### config.mk
export PLATFORM = sky130hd
export DESIGN_NAME = e1_sasi_inserter
export DESIGN_NICKNAME = d
export VERILOG_FILES = /design/src/rtl/e1_sasi_pkg.sv /design/src/rtl/e1_sasi_poscnt.sv /design/src/rtl/e1_sasi_shadow.sv /design/src/rtl/e1_sasi_merge.sv /design/src/rtl/e1_sasi_inserter.sv
export SDC_FILE = /design/constraint.sdc
export NUM_CORES = 1
export LEC_CHECK = 0
export BUFFER_PORTS_ARGS = -buffer_cell sky130_fd_sc_hd__buf_2
export CORE_MARGIN = 4
export CORE_UTILIZATION = 25
export DETAILED_ROUTE_END_ITERATION = 8
export PLACE_DENSITY = 0.55
export SYNTH_ARGS = -nofsm -noshare
export SYNTH_HDL_FRONTEND = slang
export SYNTH_SLANG_ARGS = --single-unit
### constraint.sdc
create_clock -name clk -period 2.2 [get_ports clk]
set_input_delay 0.44 -clock clk [delete_from_list [all_inputs] [get_ports clk]]
set_output_delay 0.44 -clock clk [all_outputs]
set_load 0.03 [all_outputs]
### src/rtl/e1_sasi_pkg.sv
package e1_sasi_pkg;

    // Timeslot-0 geometry of an E1 frame
    localparam int TS0_WIDTH     = 8;
    localparam int SI_SLOT       = 0;
    localparam int SA_FIRST_SLOT = 3;
    localparam int SA_COUNT      = 5;

    // Source of the bit placed on the output
    typedef enum logic [1:0] {
        SRC_SERIAL   = 2'd0,
        SRC_LINK     = 2'd1,
        SRC_SHADOW   = 2'd2,
        SRC_OVERRIDE = 2'd3
    } bit_src_e;

endpackage

### src/rtl/e1_sasi_poscnt.sv
module e1_sasi_poscnt #(
    parameter int FRAME_BITS = 256,
    parameter int DF_FRAMES  = 2,
    localparam int BIT_W     = $clog2(FRAME_BITS),
    localparam int FRM_W     = (DF_FRAMES > 1) ? $clog2(DF_FRAMES) : 1
) (
    input  logic             clk,
    input  logic             rst_n,
    output logic [BIT_W-1:0] bit_idx_o,
    output logic [FRM_W-1:0] frame_idx_o,
    output logic [BIT_W-1:0] nxt_bit_idx_o,
    output logic [FRM_W-1:0] nxt_frame_idx_o,
    output logic             df_last_o
);

    typedef struct packed {
        logic [BIT_W-1:0] bit_idx;
        logic [FRM_W-1:0] frame_idx;
    } pos_t;

    pos_t pos_d, pos_q;
    logic bit_wrap, frame_wrap;

    always_comb begin
        pos_d      = pos_q;
        bit_wrap   = (pos_q.bit_idx == BIT_W'(FRAME_BITS - 1));
        frame_wrap = (pos_q.frame_idx == FRM_W'(DF_FRAMES - 1));
        if (bit_wrap) begin
            pos_d.bit_idx   = '0;
            pos_d.frame_idx = frame_wrap ? '0 : pos_q.frame_idx + 1'b1;
        end else begin
            pos_d.bit_idx = pos_q.bit_idx + 1'b1;
        end
    end

    always_ff @(posedge clk or negedge rst_n) begin
        if (!rst_n) pos_q <= '0;
        else        pos_q <= pos_d;
    end

    assign bit_idx_o       = pos_q.bit_idx;
    assign frame_idx_o     = pos_q.frame_idx;
    assign nxt_bit_idx_o   = pos_d.bit_idx;
    assign nxt_frame_idx_o = pos_d.frame_idx;
    assign df_last_o       = bit_wrap && frame_wrap;

    AST_DF_RESTART: assert property (@(posedge clk) disable iff (!rst_n) df_last_o |=> (bit_idx_o == '0 && frame_idx_o == '0)) else $error("double frame did not restart");

endmodule

### src/rtl/e1_sasi_shadow.sv
module e1_sasi_shadow
    import e1_sasi_pkg::*;
(
    input  logic                clk,
    input  logic                rst_n,
    input  logic                load_i,
    input  logic                align_si_i,
    input  logic                nalign_si_i,
    input  logic [SA_COUNT-1:0] sa_word_i,
    output logic                align_si_o,
    output logic                nalign_si_o,
    output logic [SA_COUNT-1:0] sa_word_o,
    output logic                taf_o
);

    typedef struct packed {
        logic                align_si;
        logic                nalign_si;
        logic [SA_COUNT-1:0] sa;
        logic                taf;
    } shadow_t;

    shadow_t st_d, st_q;

    always_comb begin
        st_d     = st_q;
        st_d.taf = load_i;
        if (load_i) begin
            st_d.align_si  = align_si_i;
            st_d.nalign_si = nalign_si_i;
            st_d.sa        = sa_word_i;
        end
    end

    always_ff @(posedge clk or negedge rst_n) begin
        if (!rst_n) st_q <= '0;
        else        st_q <= st_d;
    end

    assign align_si_o  = st_q.align_si;
    assign nalign_si_o = st_q.nalign_si;
    assign sa_word_o   = st_q.sa;
    assign taf_o       = st_q.taf;

    AST_SHADOW_HOLD: assert property (@(posedge clk) disable iff (!rst_n) !load_i |=> $stable({align_si_o, nalign_si_o, sa_word_o})) else $error("shadow changed without load");
    AST_SHADOW_CAPTURE: assert property (@(posedge clk) disable iff (!rst_n) load_i |=> (sa_word_o == $past(sa_word_i))) else $error("shadow missed load");
    AST_TAF_AFTER_LOAD: assert property (@(posedge clk) disable iff (!rst_n) load_i |=> taf_o) else $error("no status pulse after load");
    AST_TAF_SINGLE: assert property (@(posedge clk) disable iff (!rst_n) taf_o |=> !taf_o) else $error("status pulse too long");

endmodule

### src/rtl/e1_sasi_merge.sv
module e1_sasi_merge
    import e1_sasi_pkg::*;
#(
    parameter int BIT_W = 8,
    parameter int FRM_W = 1
) (
    input  logic                clk,
    input  logic                rst_n,
    input  logic [BIT_W-1:0]    bit_idx_i,
    input  logic [FRM_W-1:0]    frame_idx_i,
    input  logic [BIT_W-1:0]    nxt_bit_idx_i,
    input  logic [FRM_W-1:0]    nxt_frame_idx_i,
    input  logic                ser_i,
    input  logic                link_i,
    input  logic [SA_COUNT-1:0] sa_link_sel_i,
    input  logic                si_from_reg_i,
    input  logic                crc4_mode_i,
    input  logic                ebit_auto_i,
    input  logic                si_override_i,
    input  logic                align_si_sh_i,
    input  logic                nalign_si_sh_i,
    input  logic [SA_COUNT-1:0] sa_sh_i,
    output logic                ser_o,
    output logic                link_clk_o
);

    typedef struct packed {
        logic ser;
        logic lclk;
    } out_t;

    out_t st_d, st_q;

    logic [SA_COUNT-1:0] sa_hit, sa_hit_nxt;
    logic                si_hit, sa_any, sa_from_link, sa_shadow_bit, shadow_bit;
    bit_src_e            src;

    // one decoder per spare slot, for the current and the following position
    for (genvar k = 0; k < SA_COUNT; k++) begin : g_sa_slot
        localparam int SLOT = SA_FIRST_SLOT + k;
        assign sa_hit[k]     = frame_idx_i[0] && (bit_idx_i == BIT_W'(SLOT));
        assign sa_hit_nxt[k] = nxt_frame_idx_i[0] && (nxt_bit_idx_i == BIT_W'(SLOT));
    end

    always_comb begin
        si_hit        = (bit_idx_i == BIT_W'(SI_SLOT));
        sa_any        = |sa_hit;
        sa_from_link  = |(sa_hit & sa_link_sel_i);
        sa_shadow_bit = |(sa_hit & sa_sh_i);
        shadow_bit    = si_hit ? (frame_idx_i[0] ? nalign_si_sh_i : align_si_sh_i)
                               : sa_shadow_bit;

        // Si priority: serial input, then override, then shadow field
        src = SRC_SERIAL;
        if (si_hit) begin
            if (!si_from_reg_i)                  src = SRC_SERIAL;
            else if (crc4_mode_i || ebit_auto_i) src = SRC_OVERRIDE;
            else                                 src = SRC_SHADOW;
        end else if (sa_any) begin
            src = sa_from_link ? SRC_LINK : SRC_SHADOW;
        end

        st_d = st_q;
        unique case (src)
            SRC_SERIAL:   st_d.ser = ser_i;
            SRC_LINK:     st_d.ser = link_i;
            SRC_SHADOW:   st_d.ser = shadow_bit;
            SRC_OVERRIDE: st_d.ser = si_override_i;
            default:      st_d.ser = ser_i;
        endcase

        // link clock is high while the link-sourced slot is current
        st_d.lclk = |(sa_hit_nxt & sa_link_sel_i);
    end

    always_ff @(posedge clk or negedge rst_n) begin
        if (!rst_n) st_q <= '0;
        else        st_q <= st_d;
    end

    assign ser_o      = st_q.ser;
    assign link_clk_o = st_q.lclk;

    AST_PASS_THROUGH: assert property (@(posedge clk) disable iff (!rst_n) (!si_hit && !sa_any) |=> (ser_o == $past(ser_i))) else $error("pass-through bit altered");
    AST_SA_LINK: assert property (@(posedge clk) disable iff (!rst_n) sa_from_link |=> (ser_o == $past(link_i))) else $error("link spare bit wrong");
    AST_SI_SERIAL_FIRST: assert property (@(posedge clk) disable iff (!rst_n) (si_hit && !si_from_reg_i) |=> (ser_o == $past(ser_i))) else $error("Si serial source lost");
    AST_SI_OVERRIDE: assert property (@(posedge clk) disable iff (!rst_n) (si_hit && si_from_reg_i && (crc4_mode_i || ebit_auto_i)) |=> (ser_o == $past(si_override_i))) else $error("Si override lost");
    AST_LCLK_ON_SA: assert property (@(posedge clk) disable iff (!rst_n) link_clk_o |-> sa_any) else $error("link clock outside spare slot");

endmodule

### src/rtl/e1_sasi_inserter.sv
module e1_sasi_inserter
    import e1_sasi_pkg::*;
#(
    parameter int FRAME_BITS = 256,
    parameter int DF_FRAMES  = 2,
    localparam int BIT_W     = $clog2(FRAME_BITS),
    localparam int FRM_W     = (DF_FRAMES > 1) ? $clog2(DF_FRAMES) : 1
) (
    input  logic                clk,
    input  logic                rst_n,
    input  logic                ser_i,
    input  logic                link_i,
    input  logic                align_si_i,
    input  logic                nalign_si_i,
    input  logic [SA_COUNT-1:0] sa_word_i,
    input  logic [SA_COUNT-1:0] sa_link_sel_i,
    input  logic                si_from_reg_i,
    input  logic                crc4_mode_i,
    input  logic                ebit_auto_i,
    input  logic                si_override_i,
    output logic                ser_o,
    output logic                link_clk_o,
    output logic                taf_o
);

    logic [BIT_W-1:0]    bit_idx, nxt_bit_idx;
    logic [FRM_W-1:0]    frame_idx, nxt_frame_idx;
    logic                df_last;
    logic                align_si_sh, nalign_si_sh;
    logic [SA_COUNT-1:0] sa_sh;

    e1_sasi_poscnt #(
        .FRAME_BITS (FRAME_BITS),
        .DF_FRAMES  (DF_FRAMES)
    ) u_poscnt (
        .clk             (clk),
        .rst_n           (rst_n),
        .bit_idx_o       (bit_idx),
        .frame_idx_o     (frame_idx),
        .nxt_bit_idx_o   (nxt_bit_idx),
        .nxt_frame_idx_o (nxt_frame_idx),
        .df_last_o       (df_last)
    );

    e1_sasi_shadow u_shadow (
        .clk         (clk),
        .rst_n       (rst_n),
        .load_i      (df_last),
        .align_si_i  (align_si_i),
        .nalign_si_i (nalign_si_i),
        .sa_word_i   (sa_word_i),
        .align_si_o  (align_si_sh),
        .nalign_si_o (nalign_si_sh),
        .sa_word_o   (sa_sh),
        .taf_o       (taf_o)
    );

    e1_sasi_merge #(
        .BIT_W (BIT_W),
        .FRM_W (FRM_W)
    ) u_merge (
        .clk             (clk),
        .rst_n           (rst_n),
        .bit_idx_i       (bit_idx),
        .frame_idx_i     (frame_idx),
        .nxt_bit_idx_i   (nxt_bit_idx),
        .nxt_frame_idx_i (nxt_frame_idx),
        .ser_i           (ser_i),
        .link_i          (link_i),
        .sa_link_sel_i   (sa_link_sel_i),
        .si_from_reg_i   (si_from_reg_i),
        .crc4_mode_i     (crc4_mode_i),
        .ebit_auto_i     (ebit_auto_i),
        .si_override_i   (si_override_i),
        .align_si_sh_i   (align_si_sh),
        .nalign_si_sh_i  (nalign_si_sh),
        .sa_sh_i         (sa_sh),
        .ser_o           (ser_o),
        .link_clk_o      (link_clk_o)
    );

    AST_TAF_NOT_ON_SA: assert property (@(posedge clk) disable iff (!rst_n) taf_o |-> !link_clk_o) else $error("status pulse overlaps link clock");

endmodule

# After elaboration in Yosys (flattened, before gate mapping)
# Cells that the tools add are included.
[word_totals]
mem_count = 0
rom_bits = 0
wordCells = 56
inputBits = 20
ff_bits = 19
ram_bits = 0
latchBits = 0
output_inout_bits = 3
[op_classes]
eq_ne = 14
n_bitwise = 3
n_shift = 0
muxes = 11
div_mod_pow = 0
order_cmp = 0
mul = 0
reduce_logical = 18
add_sub_neg = 2
[op_table]
columns = ["operator", "n"]
rows = [
  ["equality test 8 x 3 -> 1 bit, second input constant", 8],
  ["OR reduction 5 bit", 4],
  ["equality test 8 x 2 -> 1 bit, second input constant", 2],
  ["AND 5 bit", 3],
  ["logical AND 1 bit", 11],
  ["adder 8 x 1 -> 8 bit, second input constant", 1],
  ["equality test 8 bit, second input constant", 1],
  ["zero test 8 bit", 1],
  ["2-to-1 mux 2 bit", 4],
  ["2-to-1 mux 8 bit", 1],
  ["2-to-1 mux 1 bit", 5],
  ["equality test 2 bit, second input constant", 2],
  ["one-hot mux 1 bit (4 select lines)", 1],
  ["equality test 2 x 1 -> 1 bit, second input constant", 1],
  ["zero test 2 bit", 1],
  ["adder 1 bit, second input constant", 1],
  ["logical OR 1 bit", 1],
]

# Longest topological paths before layout
# Gate-level depths: netlist (run 1).
[logic_depth]
word_depth = 9
ltp_mapped = 7
depth_no_buf = 6

# Cells and area by module
# Synthesis (run 1) repeated with hierarchy kept, for this count alone.
[hier_totals]
cells_unflattened = 87
hier_area_um2 = 1033.5
[by_module_without_submodules]
columns = ["module", "n_inst", "cells_per_inst", "seq_area_each_um2", "area_per_inst_um2"]
rows = [
  ["e1_sasi_poscnt", 1, 35, 225.2, 390.4],
  ["e1_sasi_merge", 1, 36, 50.0, 326.6],
  ["e1_sasi_shadow", 1, 16, 200.2, 316.6],
]

# Worst setup path before layout (run 1)
# OpenSTA, ideal clock, no wires.
[synth_path]
kind = "reg-to-reg"
start = "register u_poscnt.pos_q (netlist bit u_poscnt.bit_idx_o[0])"
end = "register u_shadow.st_q (netlist bit u_shadow.align_si_o)"
period_less_slack_ns = 2.194
path_stages_with_launch = 8
n_path_buf = 2
setup_time_ns = 0.125
t_arrival_ns = 2.069
required_time_ns = 2.075
path_slack_ns = 0.006
path_cell_list = "dfrtp_1 > ha_1 > buf_6 > nand3_1 > nor3_1 > ha_1 > clkbuf_1 > mux2_2"
[synth_via]
elab_chain_cells = 2
[synth_rtl]
columns = ["item", "line_no", "text"]
rows = [
  ["start: declaration", "e1_sasi_poscnt.sv:21", "pos_t pos_d, pos_q;"],
  ["start signal: assignment", "e1_sasi_poscnt.sv:38", "else pos_q <= pos_d;"],
  ["equality test 8 bit", "e1_sasi_poscnt.sv:26", "bit_wrap = (pos_q.bit_idx == BIT_W'(FRAME_BITS - 1));"],
  ["logical AND 1 bit", "e1_sasi_poscnt.sv:45", "assign df_last_o = bit_wrap && frame_wrap;"],
  ["net df_last", "e1_sasi_inserter.sv:28", "logic df_last;"],
  ["end signal: assignment", "e1_sasi_shadow.sv:37", "else st_q <= st_d;"],
  ["end: declaration", "e1_sasi_shadow.sv:23", "shadow_t st_d, st_q;"],
]
# The timed path passes the listed nets, and every way through them passes these cells.
# A chain may end at the register's enable or synchronous reset.

# Worst setup path after layout (run 1)
[layout_path]
start = "register u_poscnt.pos_q (netlist bit u_poscnt.bit_idx_o[0])"
end = "register u_shadow.st_q (netlist bit u_shadow.sa_word_o[3])"
# Same word-level chain as after synthesis.

==> results of run 1 <==
power groups by stage:
stage	clock (mW)	sequential [mW]	combinational, mW
4_1_cts	0.253	0.350	0.0386
5_1_grt	0.265	0.350	0.0432
3_5_place_dp	0	0.357	0.0385
2_1_floorplan	0	0.360	0.00808
3_3_place_gp	0	0.357	0.0378
6_report	0.239	0.350	0.0377
layer usage:
layer / up-vias / track usage, % / routed length [µm]
li1: 396 / - / -
met1: 388 / 12.7 / 1040
met2: 30 / 15.8 / 1030
met3: 4 / 2.87 / 164
met4: 0 / 3.62 / 33
met5: - / 0 / 0
final cells by class:
| class | instances | area, µm² |
|---|---|---|
| clock buffer | 4 | 45.0 |
| fill | 444 | 2790 |
| inverter | 5 | 18.8 |
| multi-input combinational | 67 | 553 |
| timing repair buffer | 26 | 140 |
| sequential | 19 | 475 |
| tap | 50 | 62.6 |
path summary, 6_finish.rpt:
kind	from	end	cells after the start
worst max-delay path	u_poscnt.bit_idx_o[0]$_DFF_PN0_	u_shadow.sa_word_o[3]$_DFFE_PN0P_	5
worst min-delay path	rst_n	u_shadow.sa_word_o[0]$_DFFE_PN0P_	1
worst max register to register	u_poscnt.bit_idx_o[0]$_DFF_PN0_	u_shadow.sa_word_o[3]$_DFFE_PN0P_	5
worst min register to register	u_shadow.sa_word_o[0]$_DFFE_PN0P_	u_shadow.sa_word_o[0]$_DFFE_PN0P_	1
max in group asynchronous	rst_n	u_poscnt.bit_idx_o[7]$_DFF_PN0_	1
min in group clk	sa_word_i[0]	u_shadow.sa_word_o[0]$_DFFE_PN0P_	2
kinds of logic after synthesis:
logic type | synth area share (%)
mux | 11.5
xor+xnor | 6.58
fa+ha+maj | 5.77
buf+inv | 5.08
simple gates | 10.7
compound gates | 16.4
flops | 43.9
placed cells by master, fill, tap and decap left out, types with 2 or more instances in the layout:
cell type   n
a22oi_1     3
nand3_1     3
clkbuf_8    3
o21ai_0     3
dfrtp_1    19
nor2_1     10
inv_1       5
buf_2      22
ha_1        5
a21oi_1     3
mux2_2      8
nand2_1     5
mux2i_1     2
buf_4       4
xor2_1      4
flip-flops by register name, summed over array words and instances, names as in the netlist:
name,flops
u_poscnt.frame_idx_o,1
u_merge.ser_o,1
u_shadow.align_si_o,1
u_shadow.nalign_si_o,1
u_poscnt.bit_idx_o,8
u_shadow.taf_o,1
u_shadow.sa_word_o,5
u_merge.link_clk_o,1
critical path, delay by kind of cell (launching register included):
| kind | cells | cell delay [ns] |
|---|---|---|
| and+or+nand+nor | 2 | 0.35 |
| DFF | 1 | 0.46 |
| adders and majority gates | 2 | 0.63 |
| muxes | 1 | 0.39 |
==> impl_metrics.tcl, run 1 <==
set metrics [dict create \
    rrSetupSlack_ns 0.26 \
    dieArea_mm2 0.00545 \
    final_util_pct 31.7 \
    worst_pin_slew_ns 0.434 \
    hold_violations 0 \
    grt_max_degree 20 \
    first_pass_iters 6 \
    n_antenna_cell 0 \
    cts_root_buf "clkbuf_8" \
    layout.cells.non_filler 171 \
    core_mm2 0.00409 \
    clockBufferDepth 2 \
    grt_first_pass_wirelength_mm 4.12 \
    slew_violations 0 \
    ys_async_sr_fraction_pct 100 \
    clk_pin_slew_ns 0.07 \
    crit_fanout 8 \
    ys_ff_latch 19 \
    fin_skew_ns 0.00155 \
    synth_ff_type "dfrtp_1" \
    yosys_warnings 0 \
    place_inst 167 \
    cts_tree "built" \
    place.gp.congestion 0.804 \
    yosys.area.top_type "dfrtp_1" \
    cts_max_level 1 \
    ys_top_cells_by_count "19 x dfrtp_1, 10 x nor2_1, 8 x mux2_2" \
    power-per-cell-area_mw_per_mm2 484 \
    antenna_found_initial 0 \
    yosysTopAreaCellShare_pct 43.9 \
    syn-num-nets 121 \
    pwr-share-clk_pct 38.1 \
    fin_crit_ns 1.94 \
    post_cts_buffers 0 \
    setup_viol 0 \
    initial_utilization_pct 26.5 \
    cp.arrival_ns 2.07 \
    numPortBuffers 22 \
    drc_errors 0 \
    wirelength_mm 2.27 \
    hold_buffers 0 \
    crit_path_end_kind "flip-flop" \
    internal_power_mw 0.497 \
    critPathRequiredTime_ns 2.34 \
    cts_made_buffers 3 \
    p_sw_mw 0.130 \
    grt_pass1_vias 903 \
    pin_count 23 \
    critPathLaunchType "flip-flop" \
    relSlewSlack_pct 71.0 \
    wl_per_cell_um 13.3 \
    design_area_mm2 0.00129 \
    ys_top_cells_by_area "dfrtp_1 44%, mux2_2 8.3%, ha_1 5.8%, nor2_1 3.5%, xor2_1 3.2%" \
    peakVddDrop_v 0.000168 \
    pwr-share-seq_pct 55.9 \
    cpPeakStageDelay_ns 0.46 \
    syn_area_per_cell_um2 11.3 \
    p_comb_share_pct 6.0 \
    dp_slack_ns 0.225 \
    synthCells 96 \
    status "finished, final reports clean" \
    drv_cap 0 \
    viasPerCell 4.78 \
    tns_ns 0 \
    grt_util_all_layers_pct 9.94 \
    yosysMostFrequentCell "dfrtp_1" \
    overflow 0 \
    path_class "flip-flop to flip-flop" \
    die_w_um 73.8 \
    area_delta_synth_final_pct 19.5 \
    setup_slack_ns 0.263 \
    synth-seq-area-share_pct 43.9 \
    synth-edff-count 0 \
    fin_nets 147 \
    ant_nets 0 \
    worst_hold_slack_ns 0.119 \
    yosys.cell_types.count 37 \
    fp-row-count 23 \
    clk_latency_ns 0.25 \
    hold_class "primary input to async pin" \
    cts_sinks 19 \
    timing.final.crit_share_pct 88.1 \
    drive_above_1_share_pct 36.4 \
    worst_path_most_repeated_cell "ha_1" \
    cp_slowest_cell "dfrtp_1" \
    drt-initial-drc-count 16 \
    rsz0062_at_grt "no" \
    placed_area_mm2 0.00125 \
    die_h_um 73.8 \
    p_sw_share_pct 20.8 \
    syn_area_mm2 0.00108 \
    crit_chain "ha_1 > nand3_1 > nor3_1 > ha_1 > mux2_2" \
    cts_resized 0 \
    p_leak_nw 0.601 \
    vias 818 \
    fmax_ghz 0.516 \
    p_total_mw 0.627 \
    dpl.hpwl_mm 1.79 \
]
Power figures use the tool's default switching activity.
==> inputs of run 2 (changes only) <==
- ABC_AREA: default -> 1
- CORE_ASPECT_RATIO: default -> 0.7
- SLEW_MARGIN: default -> 40
==> run 2 against run 1 <==
- via count rose by 18%
- register-to-register slack got worse by 0.03 ns
- clock power is 8.8% higher
- synthesized cell count is 50% higher
- cell count increased by 31%
- count of clock-buffer cells in the layout is 1 lower
- synthesized area is 5.0% higher
- sequential share of layout area down 1.9 points
- routed wire length grew 14%
==> impl_metrics.tcl, run 2 <==
set metrics [dict create \
    hold_violations 0 \
    slew_violations 0 \
    drc_errors 0 \
    yosys_warnings 0 \
    drive_above_1_share_pct 27.2 \
    peakVddDrop_v 0.000227 \
    setup_slack_ns 0.229 \
    mostFrequentLayoutCells "27 x nand2_1, 24 x inv_1, 22 x buf_2" \
    die_h_um 64.4 \
    grt_util_all_layers_pct 10.2 \
    yosysMostFrequentCell "nand2_1" \
    place.gp.congestion 0.829 \
    crit_chain "ha_1 > nand2_2 > nor2_4 > nand4_2 > inv_1 > ha_2 > mux2_2" \
    clk_pin_slew_ns 0.08 \
    synthCells 144 \
    fin_skew_ns 0.000835 \
    crit_cells 7 \
    ant_nets 0 \
    drv_cap 0 \
    cp.arrival_ns 2.13 \
    wirelength_mm 2.60 \
    clk_latency_ns 0.26 \
    drt-initial-drc-count 59 \
    hold_buffers 0 \
    timing.final.crit_share_pct 89.6 \
    fin_crit_ns 1.97 \
    fin_nets 195 \
    final_common_cell "nand2_1" \
    synth-seq-area-share_pct 41.8 \
    worstRegToRegCells 7 \
    clockBufferDepth 2 \
    rsz0062_at_grt "no" \
    syn-num-nets 169 \
    grt_pass1_vias 898 \
    synth_ff_type "dfrtp_1" \
    numPortBuffers 22 \
    status "finished, final reports clean" \
    grt_max_degree 20 \
    yosys.cell_types.count 23 \
    cts_made_buffers 3 \
    fp-row-count 20 \
    ys_ff_latch 19 \
    synth-edff-count 0 \
    fmax_ghz 0.507 \
    overflow 0 \
    die_w_um 88.6 \
    critPathRequiredTime_ns 2.36 \
    vias 969 \
    relSlewSlack_pct 70.4 \
    cts_root_buf "clkbuf_8" \
    hold_class "primary input to async pin" \
    largest_reg_flops 8 \
    cts_sinks 19 \
    antenna_found_initial 0 \
    initial_utilization_pct 26.1 \
    cp_slowest_cell "dfrtp_1" \
    path_class "flip-flop to flip-flop" \
    yosys.area.top_type "dfrtp_1" \
    first_pass_iters 4 \
    critPathLaunchType "flip-flop" \
    setup_viol 0 \
    ys_top_cells_by_area "dfrtp_1 42%, nand2_1 8.9%, inv_1 7.9%, nor2_1 6.3%, nand3_1 5.7%" \
    viasPerCell 4.33 \
    crit_fanout 10 \
    ys_top_cells_by_count "27 x nand2_1, 24 x inv_1, 19 x dfrtp_1, 19 x nor2_1, 13 x nand3_1" \
    cpPeakStageDelay_ns 0.43 \
    n_antenna_cell 0 \
    dieArea_mm2 0.00571 \
    path_buf_inv 1 \
    worst_pin_slew_ns 0.443 \
    power-per-cell-area_mw_per_mm2 471 \
    p_leak_nw 0.742 \
    tns_ns 0 \
    cts_tree "built" \
    cp_top_family "adder cells" \
    pin_count 23 \
    dp_slack_ns 0.120 \
    syn_area_mm2 0.00114 \
    area_delta_synth_final_pct 19.9 \
    dpl.hpwl_mm 2.11 \
    syn_area_per_cell_um2 7.90 \
    core_mm2 0.00435 \
    yosysTopAreaCellShare_pct 41.8 \
    wl_per_cell_um 11.6 \
    ys_async_sr_fraction_pct 100 \
    cts_max_level 1 \
    crit_path_end_kind "flip-flop" \
    grt_first_pass_wirelength_mm 4.45 \
    fillers 489 \
]
==> run 2: what timing repair did <==
item                                    4_1_cts  5_1_grt
endpoints found under the setup margin        0        5
setup buffers                                 0        0
resized for setup                             0        1
==> run 2: final timing paths <==
check / startpoint / to / slack (ns)
min: rst_n / u_poscnt.bit_idx_o[3]$_DFF_PN0_ / 0.11
min in group clk: align_si_i / u_shadow.align_si_o$_DFFE_PN0P_ / 0.38
max: u_poscnt.bit_idx_o[0]$_DFF_PN0_ / u_shadow.sa_word_o[0]$_DFFE_PN0P_ / 0.23
max in group asynchronous: rst_n / u_poscnt.bit_idx_o[7]$_DFF_PN0_ / 1.79
min reg2reg: u_shadow.nalign_si_o$_DFFE_PN0P_ / u_shadow.nalign_si_o$_DFFE_PN0P_ / 0.52
max reg2reg: u_poscnt.bit_idx_o[0]$_DFF_PN0_ / u_shadow.sa_word_o[0]$_DFFE_PN0P_ / 0.23
==> run 2: kinds of logic after synthesis <==
logic type / after synthesis / share of synthesized area [%]
AND/OR/NAND/NOR: 72 / 30.4
buffers and inverters: 27 / 8.91
flip-flops: 19 / 41.8
AO/OA/AOI/OAI: 15 / 7.70
multiplexers: 5 / 4.95
adder cells (fa/ha/maj): 5 / 5.50
XOR/XNOR: 1 / 0.770
==> run 2: final cells by class <==
class / count / area, µm² / share of cell area [%]
inverter: 26 / 97.6 / 7.16
timing repair buffer: 22 / 110 / 8.07
sequential: 19 / 475 / 34.9
clock buffer: 3 / 41.3 / 3.03
multi-input combinational: 98 / 563 / 41.3
clock inverter: 1 / 7.51 / 0.550
tap: 55 / 68.8 / 5.05
==> run 2: report_power, final <==
part | internal [mW] | switching, mW
Clock | 0.128 | 0.132
Sequential | 0.350 | 0.000147
Combinational | 0.0149 | 0.0175
==> run 2: metrics by stage <==
| step | area (µm²) | hold slack (ns) | power [mW] | cells | util (%) |
|---|---|---|---|---|---|
| 3_5_place_dp | 1310 | 0.417 | 0.391 | 220 | 30.1 |
| 4_1_cts | 1360 | 0.128 | 0.651 | 224 | 31.3 |
| 6_report | 1360 | 0.108 | 0.643 | 224 | 31.3 |
| 5_1_grt | 1360 | 0.139 | 0.667 | 224 | 31.3 |
| 2_1_floorplan | 1140 | 0.144 | 0.363 | 144 | - |
| 3_3_place_gp | 1310 | 0.416 | 0.391 | 220 | 30.1 |
==> run 2: layer usage <==
| metal | up-vias | track usage, % | share of wire, % |
|---|---|---|---|
| met3 | 2 | 3.68 | 8.0 |
| li1 | 504 | - | - |
| met1 | 426 | 16.7 | 56 |
| met2 | 37 | 12.2 | 35 |
| met4 | 0 | 2.26 | 0.69 |
| met5 | - | 0 | 0 |
==> run 2: worst reg2reg max path: cells and delay by family (launching register included) <==
kind	cells	cell delay, ns
DFF	1	0.43
and+or+nand+nor	3	0.39
buffers and inverters	1	0.11
adders and majority gates	2	0.57
muxes	1	0.36
==> inputs of run 3 (changes only) <==
- PLACE_DENSITY: 0.55 -> 0.54
- clock period: 2.2 -> 2.3 ns (I/O delays scaled with it)
==> run 3 against run 2 <==
- sequential cell count unchanged
- routed wire length increased by 0.85%
- global-route usage fell by 0.14 points
- setup slack better by 0.017 ns
- cell count is the same
- sequential share of layout area rose by 0.064 points
- clock power is 4% lower
- worst hold slack better by 0.017 ns
- clock skew grew 0.0036 ns
- sequential power fell by 4%
- non-clock buffer count unchanged
- critical endpoint unchanged
- largest cell class unchanged
==> impl_metrics.tcl, run 3 (synthesis results as in run 2) <==
set metrics [dict create \
    r2r-end "u_shadow.sa_word_o[0]$_DFFE_PN0P_" \
    numPortBuffers 22 \
    cts_made_buffers 3 \
    mostFrequentLayoutCells "27 x nand2_1, 24 x inv_1, 22 x buf_2" \
    final_common_cell "nand2_1" \
    clk_pin_slew_ns 0.08 \
    cts_sinks 19 \
    crit_cells 7 \
    drive_above_1_share_pct 26.6 \
    rsz0062_at_grt "no" \
    hold_buffers 0 \
    cts_max_level 1 \
    cp_top_family "adder cells" \
    slew_violations 0 \
    first_pass_iters 4 \
    fp-row-count 20 \
    n_antenna_cell 0 \
    p_total_mw 0.616 \
    worst_path_most_repeated_cell "ha_1" \
    wl_per_cell_um 11.7 \
    tns_ns 0 \
    vias 969 \
    pwr-share-clk_pct 40.6 \
    overflow 0 \
    power-per-cell-area_mw_per_mm2 453 \
    p_leak_nw 0.746 \
    cp.arrival_ns 2.21 \
    post_cts_buffers 0 \
    ant_nets 0 \
    fmax_ghz 0.487 \
    fin_crit_ns 2.05 \
    hold_class "primary input to async pin" \
    status "finished, final reports clean" \
    cp_slowest_cell "dfrtp_1" \
    die_w_um 88.6 \
    worst_hold_slack_ns 0.125 \
    grt_pass1_vias 914 \
    relSlewSlack_pct 70.7 \
    worstRegToRegCells 7 \
    grt_first_pass_wirelength_mm 4.35 \
    clockBufferDepth 2 \
    grt_busiest_layer "met1" \
    core_mm2 0.00435 \
    worst_pin_slew_ns 0.440 \
    fin_skew_ns 0.00448 \
    grt_util_all_layers_pct 10.1 \
    crit_path_end_kind "flip-flop" \
    wirelength_mm 2.62 \
    dpl.hpwl_mm 2.14 \
    path_class "flip-flop to flip-flop" \
    cts_tree "built" \
    p_sw_share_pct 23.5 \
    dieArea_mm2 0.00571 \
    fin_nets 195 \
    critPathRequiredTime_ns 2.45 \
    use_met1_pct 16.2 \
    place.gp.congestion 0.817 \
    antenna_found_initial 0 \
    pin_count 23 \
    gr-usage-met2_pct 12.7 \
    critPathLaunchType "flip-flop" \
    cpPeakStageDelay_ns 0.42 \
    drv_cap 0 \
    crit_chain "ha_1 > nand2_2 > nor2_4 > nand4_2 > inv_1 > ha_1 > mux2_2" \
    timing.final.crit_share_pct 89.3 \
    hold_violations 0 \
    drc_errors 0 \
    initial_utilization_pct 26.1 \
    drt-initial-drc-count 75 \
    largest_reg_flops 8 \
    peakVddDrop_v 0.000139 \
    grt_max_degree 20 \
    p_comb_share_pct 5.1 \
    cts_root_buf "clkbuf_8" \
    setup_viol 0 \
    area_delta_synth_final_pct 19.7 \
    p_sw_mw 0.145 \
    rrSetupSlack_ns 0.25 \
    use_met3_pct 2.80 \
    pwr-share-seq_pct 54.3 \
    cts_resized 0 \
    clk_latency_ns 0.27 \
    viasPerCell 4.33 \
    internal_power_mw 0.471 \
    path_buf_inv 1 \
    die_h_um 64.4 \
    regToRegStartpoint "u_poscnt.bit_idx_o[0]$_DFF_PN0_" \
    crit_fanout 10 \
]
## run 3: cell counts in the layout (fill, tap and decap cells not counted)
Identical to the previous run, type by type.
## run 3: routing by layer
| layer | part of all wire [%] | wire length, µm |
|---|---|---|
| met1 | 56 | 1480 |
| met2 | 37 | 964 |
| met3 | 6.3 | 166 |
| met4 | 0.38 | 10 |
| met5 | 0 | 0 |
## run 3: area by class of cell
class	count	area [µm²]
clock buffer	3	41.3
clock inverter	1	7.51
fill	499	2990
inverter	26	97.6
multi-input combinational	98	561
sequential	19	475
tap	55	68.8
timing repair buffer	22	110
## run 3: worst register-to-register path, delay by kind of cell (launching register included)
| family | cells | cell delay (ns) |
|---|---|---|
| AND/OR/NAND/NOR | 3 | 0.40 |
| flip-flops | 1 | 0.42 |
| adder cells (fa/ha/maj) | 2 | 0.64 |
| buffers and inverters | 1 | 0.10 |
| multiplexers | 1 | 0.39 |
## run 3: power groups by stage
stage | Sequential [mW] | Clock, mW | Combinational, mW
final | 0.335 | 0.250 | 0.0314
after global routing | 0.335 | 0.266 | 0.0358
after detailed placement | 0.341 | 0 | 0.0328
after floorplan | 0.343 | 0 | 0.00417
after global placement | 0.341 | 0 | 0.0327
after CTS | 0.335 | 0.259 | 0.0327
## run 3: worst max-delay path by stage
stage / from / to / slack, ns
5_1_grt: u_poscnt.bit_idx_o[0]$_DFF_PN0_ / u_shadow.sa_word_o[1]$_DFFE_PN0P_ / 0.09
3_3_place_gp: u_poscnt.bit_idx_o[0]$_DFF_PN0_ / u_shadow.sa_word_o[4]$_DFFE_PN0P_ / 0.29
2_1_floorplan: u_poscnt.bit_idx_o[0]$_DFF_PN0_ / u_shadow.nalign_si_o$_DFFE_PN0P_ / 0.34
4_1_cts: u_poscnt.bit_idx_o[0]$_DFF_PN0_ / u_shadow.sa_word_o[0]$_DFFE_PN0P_ / 0.22
6_report: u_poscnt.bit_idx_o[0]$_DFF_PN0_ / u_shadow.sa_word_o[0]$_DFFE_PN0P_ / 0.25
3_5_place_dp: u_poscnt.bit_idx_o[0]$_DFF_PN0_ / u_shadow.sa_word_o[1]$_DFFE_PN0P_ / 0.23
## run 3: per-stage QoR
stage               utilization, %  setup WS (ns)  instance area, µm²  cells
finish                        31.3          0.246                1360    224
global route                  31.3         0.0930                1360    224
CTS                           31.3          0.223                1360    224
detailed placement            30.1          0.233                1310    220
global placement              30.1          0.289                1310    220
floorplan                        -          0.345                1140    144
